<file path="src/rtl/gie_pkg.sv">
// Package gie_pkg
// Shared register address layout for the grouped interrupt expander.
// Assumes word addressing with one register per address.
package gie_pkg;
    localparam int ADDR_CTRL     = 0;
    localparam int ADDR_ACK      = 1;
    localparam int ADDR_GRP_BASE = 2;

    // Word address of the enable register of group g.
    function automatic int grp_en_addr(input int g);
        return ADDR_GRP_BASE + 2 * g;
    endfunction

    // Word address of the flag register of group g.
    function automatic int grp_flag_addr(input int g);
        return ADDR_GRP_BASE + 2 * g + 1;
    endfunction
endpackage

</file>
<file path="src/rtl/irq_group_slice.sv">
// Module irq_group_slice
// One interrupt group: edge-detects its sources, holds flag and enable bits,
// and emits a single request pulse that stays blocked until released.
// Assumes source lines are synchronous to clk.
module irq_group_slice #(
    parameter int SRCS = 8
) (
    input  logic            clk,
    input  logic            rst_n,
    input  logic [SRCS-1:0] src_in,
    input  logic            en_wr,
    input  logic            flag_wr,
    input  logic [SRCS-1:0] wdata,
    input  logic [SRCS-1:0] fetch_clr,
    input  logic            ack_release,
    output logic [SRCS-1:0] en_q,
    output logic [SRCS-1:0] flag_q,
    output logic [SRCS-1:0] pend,
    output logic            blocked_q,
    output logic            irq_pulse_q
);
    logic [SRCS-1:0] src_d;
    logic [SRCS-1:0] rise;
    logic            issue;

    assign rise  = src_in & ~src_d;
    assign pend  = flag_q & en_q;
    assign issue = (|pend) && !blocked_q;

    // Remember the previous source levels for edge detection.
    always_ff @(posedge clk) begin
        if (!rst_n) src_d <= '0;
        else        src_d <= src_in;
    end

    // Enable bits are plain software storage.
    always_ff @(posedge clk) begin
        if (!rst_n)     en_q <= '0;
        else if (en_wr) en_q <= wdata;
    end

    // Flags: a rising edge wins over a software write or a fetch clear.
    always_ff @(posedge clk) begin
        if (!rst_n)       flag_q <= '0;
        else if (flag_wr) flag_q <= wdata | rise;
        else              flag_q <= (flag_q & ~fetch_clr) | rise;
    end

    // Request pulse and blocking state; a pulse always re-blocks the group.
    always_ff @(posedge clk) begin
        if (!rst_n) begin
            irq_pulse_q <= 1'b0;
            blocked_q   <= 1'b0;
        end else begin
            irq_pulse_q <= issue;
            if (issue)            blocked_q <= 1'b1;
            else if (ack_release) blocked_q <= 1'b0;
        end
    end
endmodule

</file>
<file path="src/rtl/vec_fetch_unit.sv">
// Module vec_fetch_unit
// Combinational vector fetch: selects the fetched group's pending sources,
// finds the lowest-numbered one, forms its table address and a one-hot clear.
// Assumes fetch_group names a valid group; others return no hit.
module vec_fetch_unit #(
    parameter int             NG         = 12,
    parameter int             SRCS       = 8,
    parameter int             DW         = 16,
    parameter logic [DW-1:0]  VEC_BASE   = 16'h0D00,
    parameter logic [DW-1:0]  VEC_OFFSET = 16'h0040,
    localparam int            GW         = $clog2(NG),
    localparam int            TOT        = NG * SRCS,
    localparam int            LW         = $clog2(TOT),
    localparam int            IW         = $clog2(SRCS)
) (
    input  logic            fetch_strobe,
    input  logic [GW-1:0]   fetch_group,
    input  logic            table_en,
    input  logic [TOT-1:0]  pend_all,
    output logic            hit,
    output logic [DW-1:0]   vector,
    output logic [TOT-1:0]  clr_all
);
    logic [SRCS-1:0] sel_pend;
    logic [IW-1:0]   win_idx;
    logic            found;
    logic [LW-1:0]   lin_idx;

    // Pick the pending vector of the requested group.
    always_comb begin
        sel_pend = '0;
        for (int g = 0; g < NG; g++) begin
            if (fetch_group == GW'(g)) sel_pend = pend_all[g*SRCS +: SRCS];
        end
    end

    // Lowest-numbered pending source wins; scan from the top down.
    always_comb begin
        win_idx = '0;
        found   = 1'b0;
        for (int i = SRCS - 1; i >= 0; i--) begin
            if (sel_pend[i]) begin
                win_idx = IW'(i);
                found   = 1'b1;
            end
        end
    end

    assign hit     = fetch_strobe && table_en && found;
    assign lin_idx = LW'(fetch_group) * LW'(SRCS) + LW'(win_idx);
    assign vector  = VEC_BASE + VEC_OFFSET + (DW'(lin_idx) << 1);
    assign clr_all = hit ? (TOT'(1) << lin_idx) : '0;
endmodule

</file>
<file path="src/rtl/gie_reg_port.sv">
// Module gie_reg_port
// Decodes register writes into per-group strobes and muxes read data.
// Assumes single-cycle writes and combinational reads; unmapped reads give 0.
module gie_reg_port #(
    parameter int NG   = 12,
    parameter int SRCS = 8,
    parameter int DW   = 16,
    parameter int RAW  = 5
) (
    input  logic                      reg_wr,
    input  logic [RAW-1:0]            reg_addr,
    input  logic [NG-1:0]             ack_bits,
    input  logic                      ctrl_en,
    input  logic [DW-2:0]             last_vec,
    input  logic [NG-1:0][SRCS-1:0]   en_arr,
    input  logic [NG-1:0][SRCS-1:0]   flag_arr,
    input  logic [NG-1:0]             blocked,
    output logic                      ctrl_wr,
    output logic [NG-1:0]             en_wr,
    output logic [NG-1:0]             flag_wr,
    output logic [NG-1:0]             ack_rel,
    output logic [DW-1:0]             rdata
);
    import gie_pkg::*;

    assign ctrl_wr = reg_wr && (reg_addr == RAW'(ADDR_CTRL));

    // Per-group write strobes and write-1 release of the acknowledge bits.
    for (genvar g = 0; g < NG; g++) begin : g_dec
        assign en_wr[g]   = reg_wr && (reg_addr == RAW'(grp_en_addr(g)));
        assign flag_wr[g] = reg_wr && (reg_addr == RAW'(grp_flag_addr(g)));
        assign ack_rel[g] = reg_wr && (reg_addr == RAW'(ADDR_ACK)) && ack_bits[g];
    end

    // Read multiplexer; narrow registers are zero-extended.
    always_comb begin
        rdata = '0;
        if (reg_addr == RAW'(ADDR_CTRL)) rdata = {last_vec, ctrl_en};
        if (reg_addr == RAW'(ADDR_ACK))  rdata[NG-1:0] = blocked;
        for (int g = 0; g < NG; g++) begin
            if (reg_addr == RAW'(grp_en_addr(g)))   rdata[SRCS-1:0] = en_arr[g];
            if (reg_addr == RAW'(grp_flag_addr(g))) rdata[SRCS-1:0] = flag_arr[g];
        end
    end
endmodule

</file>
<file path="src/rtl/grp_irq_expander.sv">
// Module grp_irq_expander
// Top level: NG groups of SRCS sources fanned into NG pulsed CPU requests,
// with a vector fetch path and a small register file.
// Assumes NG <= DW, SRCS <= DW, synchronous inputs, even base and offset.
module grp_irq_expander #(
    parameter int             NG         = 12,
    parameter int             SRCS       = 8,
    parameter int             DW         = 16,
    parameter logic [DW-1:0]  VEC_BASE   = 16'h0D00,
    parameter logic [DW-1:0]  VEC_OFFSET = 16'h0040,
    localparam int            GW         = $clog2(NG),
    localparam int            TOT        = NG * SRCS,
    localparam int            RAW        = $clog2(2 + 2 * NG)
) (
    input  logic              clk,
    input  logic              rst_n,
    input  logic [TOT-1:0]    src_irq,
    input  logic              reg_wr,
    input  logic [RAW-1:0]    reg_addr,
    input  logic [DW-1:0]     reg_wdata,
    output logic [DW-1:0]     reg_rdata,
    output logic [NG-1:0]     cpu_irq,
    input  logic              fetch_strobe,
    input  logic [GW-1:0]     fetch_group,
    output logic              fetch_hit,
    output logic [DW-1:0]     fetch_vector,
    output logic              table_sel
);
    logic                    ctrl_en_q;
    logic [DW-2:0]           last_vec_q;
    logic                    ctrl_wr;
    logic [NG-1:0]           en_wr;
    logic [NG-1:0]           flag_wr;
    logic [NG-1:0]           ack_rel;
    logic [NG-1:0]           blocked;
    logic [NG-1:0][SRCS-1:0] en_arr;
    logic [NG-1:0][SRCS-1:0] flag_arr;
    logic [TOT-1:0]          pend_all;
    logic [TOT-1:0]          clr_all;
    logic                    wdata_unused;

    assign wdata_unused = ^reg_wdata[DW-1:NG];
    assign table_sel    = ctrl_en_q;

    gie_reg_port #(.NG(NG), .SRCS(SRCS), .DW(DW), .RAW(RAW)) u_regs (
        .reg_wr   (reg_wr),
        .reg_addr (reg_addr),
        .ack_bits (reg_wdata[NG-1:0]),
        .ctrl_en  (ctrl_en_q),
        .last_vec (last_vec_q),
        .en_arr   (en_arr),
        .flag_arr (flag_arr),
        .blocked  (blocked),
        .ctrl_wr  (ctrl_wr),
        .en_wr    (en_wr),
        .flag_wr  (flag_wr),
        .ack_rel  (ack_rel),
        .rdata    (reg_rdata)
    );

    for (genvar g = 0; g < NG; g++) begin : g_grp
        irq_group_slice #(.SRCS(SRCS)) u_slice (
            .clk         (clk),
            .rst_n       (rst_n),
            .src_in      (src_irq[g*SRCS +: SRCS]),
            .en_wr       (en_wr[g]),
            .flag_wr     (flag_wr[g]),
            .wdata       (reg_wdata[SRCS-1:0]),
            .fetch_clr   (clr_all[g*SRCS +: SRCS]),
            .ack_release (ack_rel[g]),
            .en_q        (en_arr[g]),
            .flag_q      (flag_arr[g]),
            .pend        (pend_all[g*SRCS +: SRCS]),
            .blocked_q   (blocked[g]),
            .irq_pulse_q (cpu_irq[g])
        );
    end

    vec_fetch_unit #(
        .NG(NG), .SRCS(SRCS), .DW(DW), .VEC_BASE(VEC_BASE), .VEC_OFFSET(VEC_OFFSET)
    ) u_fetch (
        .fetch_strobe (fetch_strobe),
        .fetch_group  (fetch_group),
        .table_en     (ctrl_en_q),
        .pend_all     (pend_all),
        .hit          (fetch_hit),
        .vector       (fetch_vector),
        .clr_all      (clr_all)
    );

    // Control enable bit, software writable.
    always_ff @(posedge clk) begin
        if (!rst_n)       ctrl_en_q <= 1'b0;
        else if (ctrl_wr) ctrl_en_q <= reg_wdata[0];
    end

    // Keep bits DW-1:1 of the last served vector address.
    always_ff @(posedge clk) begin
        if (!rst_n)         last_vec_q <= '0;
        else if (fetch_hit) last_vec_q <= fetch_vector[DW-1:1];
    end
endmodule

</file>
<file path="config.mk">
export PLATFORM = sky130hd
export DESIGN_NAME = grp_irq_expander
export DESIGN_NICKNAME = d
export VERILOG_FILES = /design/src/rtl/gie_pkg.sv /design/src/rtl/irq_group_slice.sv /design/src/rtl/vec_fetch_unit.sv /design/src/rtl/gie_reg_port.sv /design/src/rtl/grp_irq_expander.sv
export SDC_FILE = /design/constraint.sdc
export NUM_CORES = 1
export LEC_CHECK = 0
export BUFFER_PORTS_ARGS = -buffer_cell sky130_fd_sc_hd__buf_2
export CAP_MARGIN = 20
export CORE_MARGIN = 10
export CORE_UTILIZATION = 30
export CTS_CLUSTER_DIAMETER = 150
export DETAILED_ROUTE_END_ITERATION = 7
export SYNTH_ARGS = -nofsm -noshare
export SYNTH_HDL_FRONTEND = slang
export SYNTH_HIERARCHICAL = 1
export SYNTH_SLANG_ARGS = --single-unit
</file>
<file path="constraint.sdc">
create_clock -name clk -period 14.3 [get_ports clk]
set_input_delay 4.29 -clock clk [delete_from_list [all_inputs] [get_ports clk]]
set_output_delay 4.29 -clock clk [all_outputs]
set_load 0.01 [all_outputs]
</file>
==> impl_metrics.tcl <==
set metrics [dict create \
    finalNetCount 2254 \
    totalWireLength_um 75940 \
    setup_viol 0 \
    ys_warn_count 6 \
    ir_drop_v 0.00005742 \
    crit_slowest_cell "o211ai_1" \
    fp.dieH_um 266.5 \
    grt_max_degree 144 \
    die-area_um2 71030 \
    hold_path_class "reg -> reg" \
    stdcell_count 2932 \
    cts.sinks 328 \
    core-area_um2 60250 \
    total_power_mw 2.267 \
    num_rows 90 \
    die_w_um 266.5 \
    finClkSkew_ps 22.86 \
    mostFrequentLayoutCells "328 x dfxtp_1, 228 x nor2b_1, 189 x and2_1, 165 x mux2i_1, 157 x buf_2" \
    yosysUniqueCellTypes 90 \
    drt_iter0_markers 1484 \
    num-fill-cells 6151 \
    start_util 0.3026 \
    hp-start "g_grp[11].u_slice/blocked_q" \
    finalSetupTns_ps 0 \
    io_buffer_count 159 \
    post-cts-setup-buffers 0 \
    grt_pass1_wl_um 108000 \
    ys_async_sr_fraction 0 \
    ios 171 \
    fin_crit_ps 12100 \
    cp_max_fo 30 \
    syn_inst 2030 \
    worstMarginPinSlew_ps 1100 \
    layout-drive-gt1-share 0.2210 \
    timing.rr.start "g_grp[2].u_slice/flag_q[7]" \
    postRouteAntennaNets 0 \
    clkPwrFrac 0.435 \
    wl_per_cell_um 25.90 \
    synth-edff-count 0 \
    worstPathRequired_ps 10010 \
    start_kind "primary input" \
    placed_area_um2 19510 \
    crit_chain "buf_2 > buf_4 > mux2_2 > o22ai_1 > nor3b_1 > a21oi_1 > nand3_1 > o211ai_1 > buf_2" \
    cp_num_buf_inv 3 \
    viasPerCell 5.380 \
    rsz0062_at_grt "false" \
    dp_hpwl_um 53610 \
    grt-ovfl-total 0 \
    syn_area_um2 18230 \
    yosysSeqAreaShare 0.3602 \
    finalHoldViolCount 0 \
    seqPwrFrac 0.435 \
    mostFrequentLayoutCell "dfxtp_1" \
    worstSetupPathType "in -> out" \
    vias 15775 \
    gp_congestion 0.9990 \
    track_usage 0.2068 \
    cts_tree "yes" \
    drc 0 \
    yosys_register_bits 328 \
    synth_ff_type "dfxtp_1" \
    firstDrtPassIters 5 \
    clk_latency_ps 570 \
    fin_area_um2 20790 \
    cts_buffers 39 \
    path_delay_family "buffers and inverters" \
    path_clk_slew_ps 60 \
    dp_cells 2862 \
    p_switching_uw 628.3 \
    leakagePower_nw 7.662 \
    netSwitchingFraction 0.2771 \
    timing.fmax_mhz 82.66 \
    slowest_delay_ps 830 \
    p_per_area_nw_per_um2 109.1 \
    pwr-share-comb 0.130 \
    path_common_cell "buf_2" \
    run_status "complete, no violations" \
    clk_path_buf_depth 3 \
    grt_pass1_vias 15590 \
    area_growth_pct 14.03 \
    root_buffer "clkbuf_16" \
    worstPathArrival_ps 7810 \
    slew_violations 0 \
    maxCapViolations 0 \
    p_int_mw 1.639 \
    startpoint "fetch_group[0]" \
    htreeDepth 2 \
    slew_headroom 0.2643 \
    syn_avg_cell_area_um2 8.980 \
    crit_path_end_kind "output pin" \
    period_share 0.8460 \
    cts-hold-fix-buffers 0 \
    post_cts_resized 0 \
    grt_antenna_before_repair 3 \
]
## worst register-to-register path, cell delays in order (launching register included)
cell       delay (ps)
dfxtp_1           330
and2_1            200
mux2i_1           270
o22ai_1           160
a2111oi_1         670
a22oi_1           290
or4b_1           1000
o21ai_1           730
nor2_1            120
nor3b_1           260
a221oi_1           80
nor2b_1           160
## registers in the layout (all words and copies together), names as in the netlist
signal,cells
table_sel,1
g_grp.u_slice/blocked_q,12
last_vec_q,15
g_grp.u_slice/flag_q,96
g_grp.u_slice/en_q,96
g_grp.u_slice/src_d,96
g_grp.u_slice/irq_pulse_q,12
## cell usage after synthesis (36+ instances only)
cell type    n  area, um^2
nor3_1      46       230.2
nor2b_1    228        1426
nor2_1     140       525.5
inv_2       85       319.1
a221oi_1   103       902.1
clkbuf_1    77       289.0
o21ai_0     42       210.2
nand2_1     49       183.9
nand2b_1    36       225.2
dfxtp_1    328        6566
nor3b_1     86       645.6
a21oi_1     49       245.2
mux2i_1    165        1652
and2_1     189        1182
## worst paths after layout
path / to / slack (ps) / cells past startpoint
worst min register to register: g_grp[11].u_slice/blocked_q / 500 / 2
worst max register to register: g_grp[11].u_slice/flag_q[5] / 9940 / 11
worst min-delay path: g_grp[11].u_slice/blocked_q / 500 / 2
worst max-delay path: fetch_vector[1] / 2200 / 9
## routing by layer
layer | global-route usage | share of wire | up-vias
met5 | 0 | 0.00030 | -
met4 | 0.08322 | 0.040 | 4
met3 | 0.04215 | 0.066 | 152
met2 | 0.3439 | 0.47 | 602
met1 | 0.2575 | 0.42 | 7733
li1 | - | - | 7284
## cell type report
| cell class | instances | area, um^2 | area share |
|---|---|---|---|
| Inverter | 109 | 409.1 | 0.01968 |
| Timing Repair Buffer | 188 | 1069 | 0.05140 |
| Multi-Input combinational cell | 1459 | 10530 | 0.5064 |
| Clock buffer | 52 | 1105 | 0.05315 |
| Tap cell | 782 | 978.4 | 0.04707 |
| Antenna cell | 1 | 2.502 | 0.0001204 |
| Clock inverter | 13 | 131.4 | 0.006320 |
| Sequential cell | 328 | 6566 | 0.3159 |
## stage by stage
step | hold WS [ps] | util | setup slack, ps
floorplan | 457.2 | - | 3475
global placement | 478.7 | 0.3231 | 2287
detailed placement | 488.4 | 0.3239 | 2282
CTS | 498.3 | 0.3444 | 2262
global route | 531.8 | 0.3450 | 2097
finish | 497.0 | 0.3450 | 2203
## power by group through the flow
stage | clock network [mW] | logic [mW] | registers (mW)
2_1_floorplan | 0 | 0.178 | 0.989
3_3_place_gp | 0 | 0.287 | 1.00
3_5_place_dp | 0 | 0.291 | 1.00
4_1_cts | 1.01 | 0.293 | 0.985
5_1_grt | 1.04 | 0.314 | 0.988
6_report | 0.986 | 0.296 | 0.985
## cells by family after synthesis
kind of cell,count (synthesis),share of synthesized area
fa+ha+maj,4,0.002745
compound gates,331,0.1382
simple gates,920,0.3163
buf+inv,248,0.06459
other cells,2,0.0004120
flops,328,0.3602
mux,197,0.1176
Note: power is estimated with default switching activity, not from simulation.
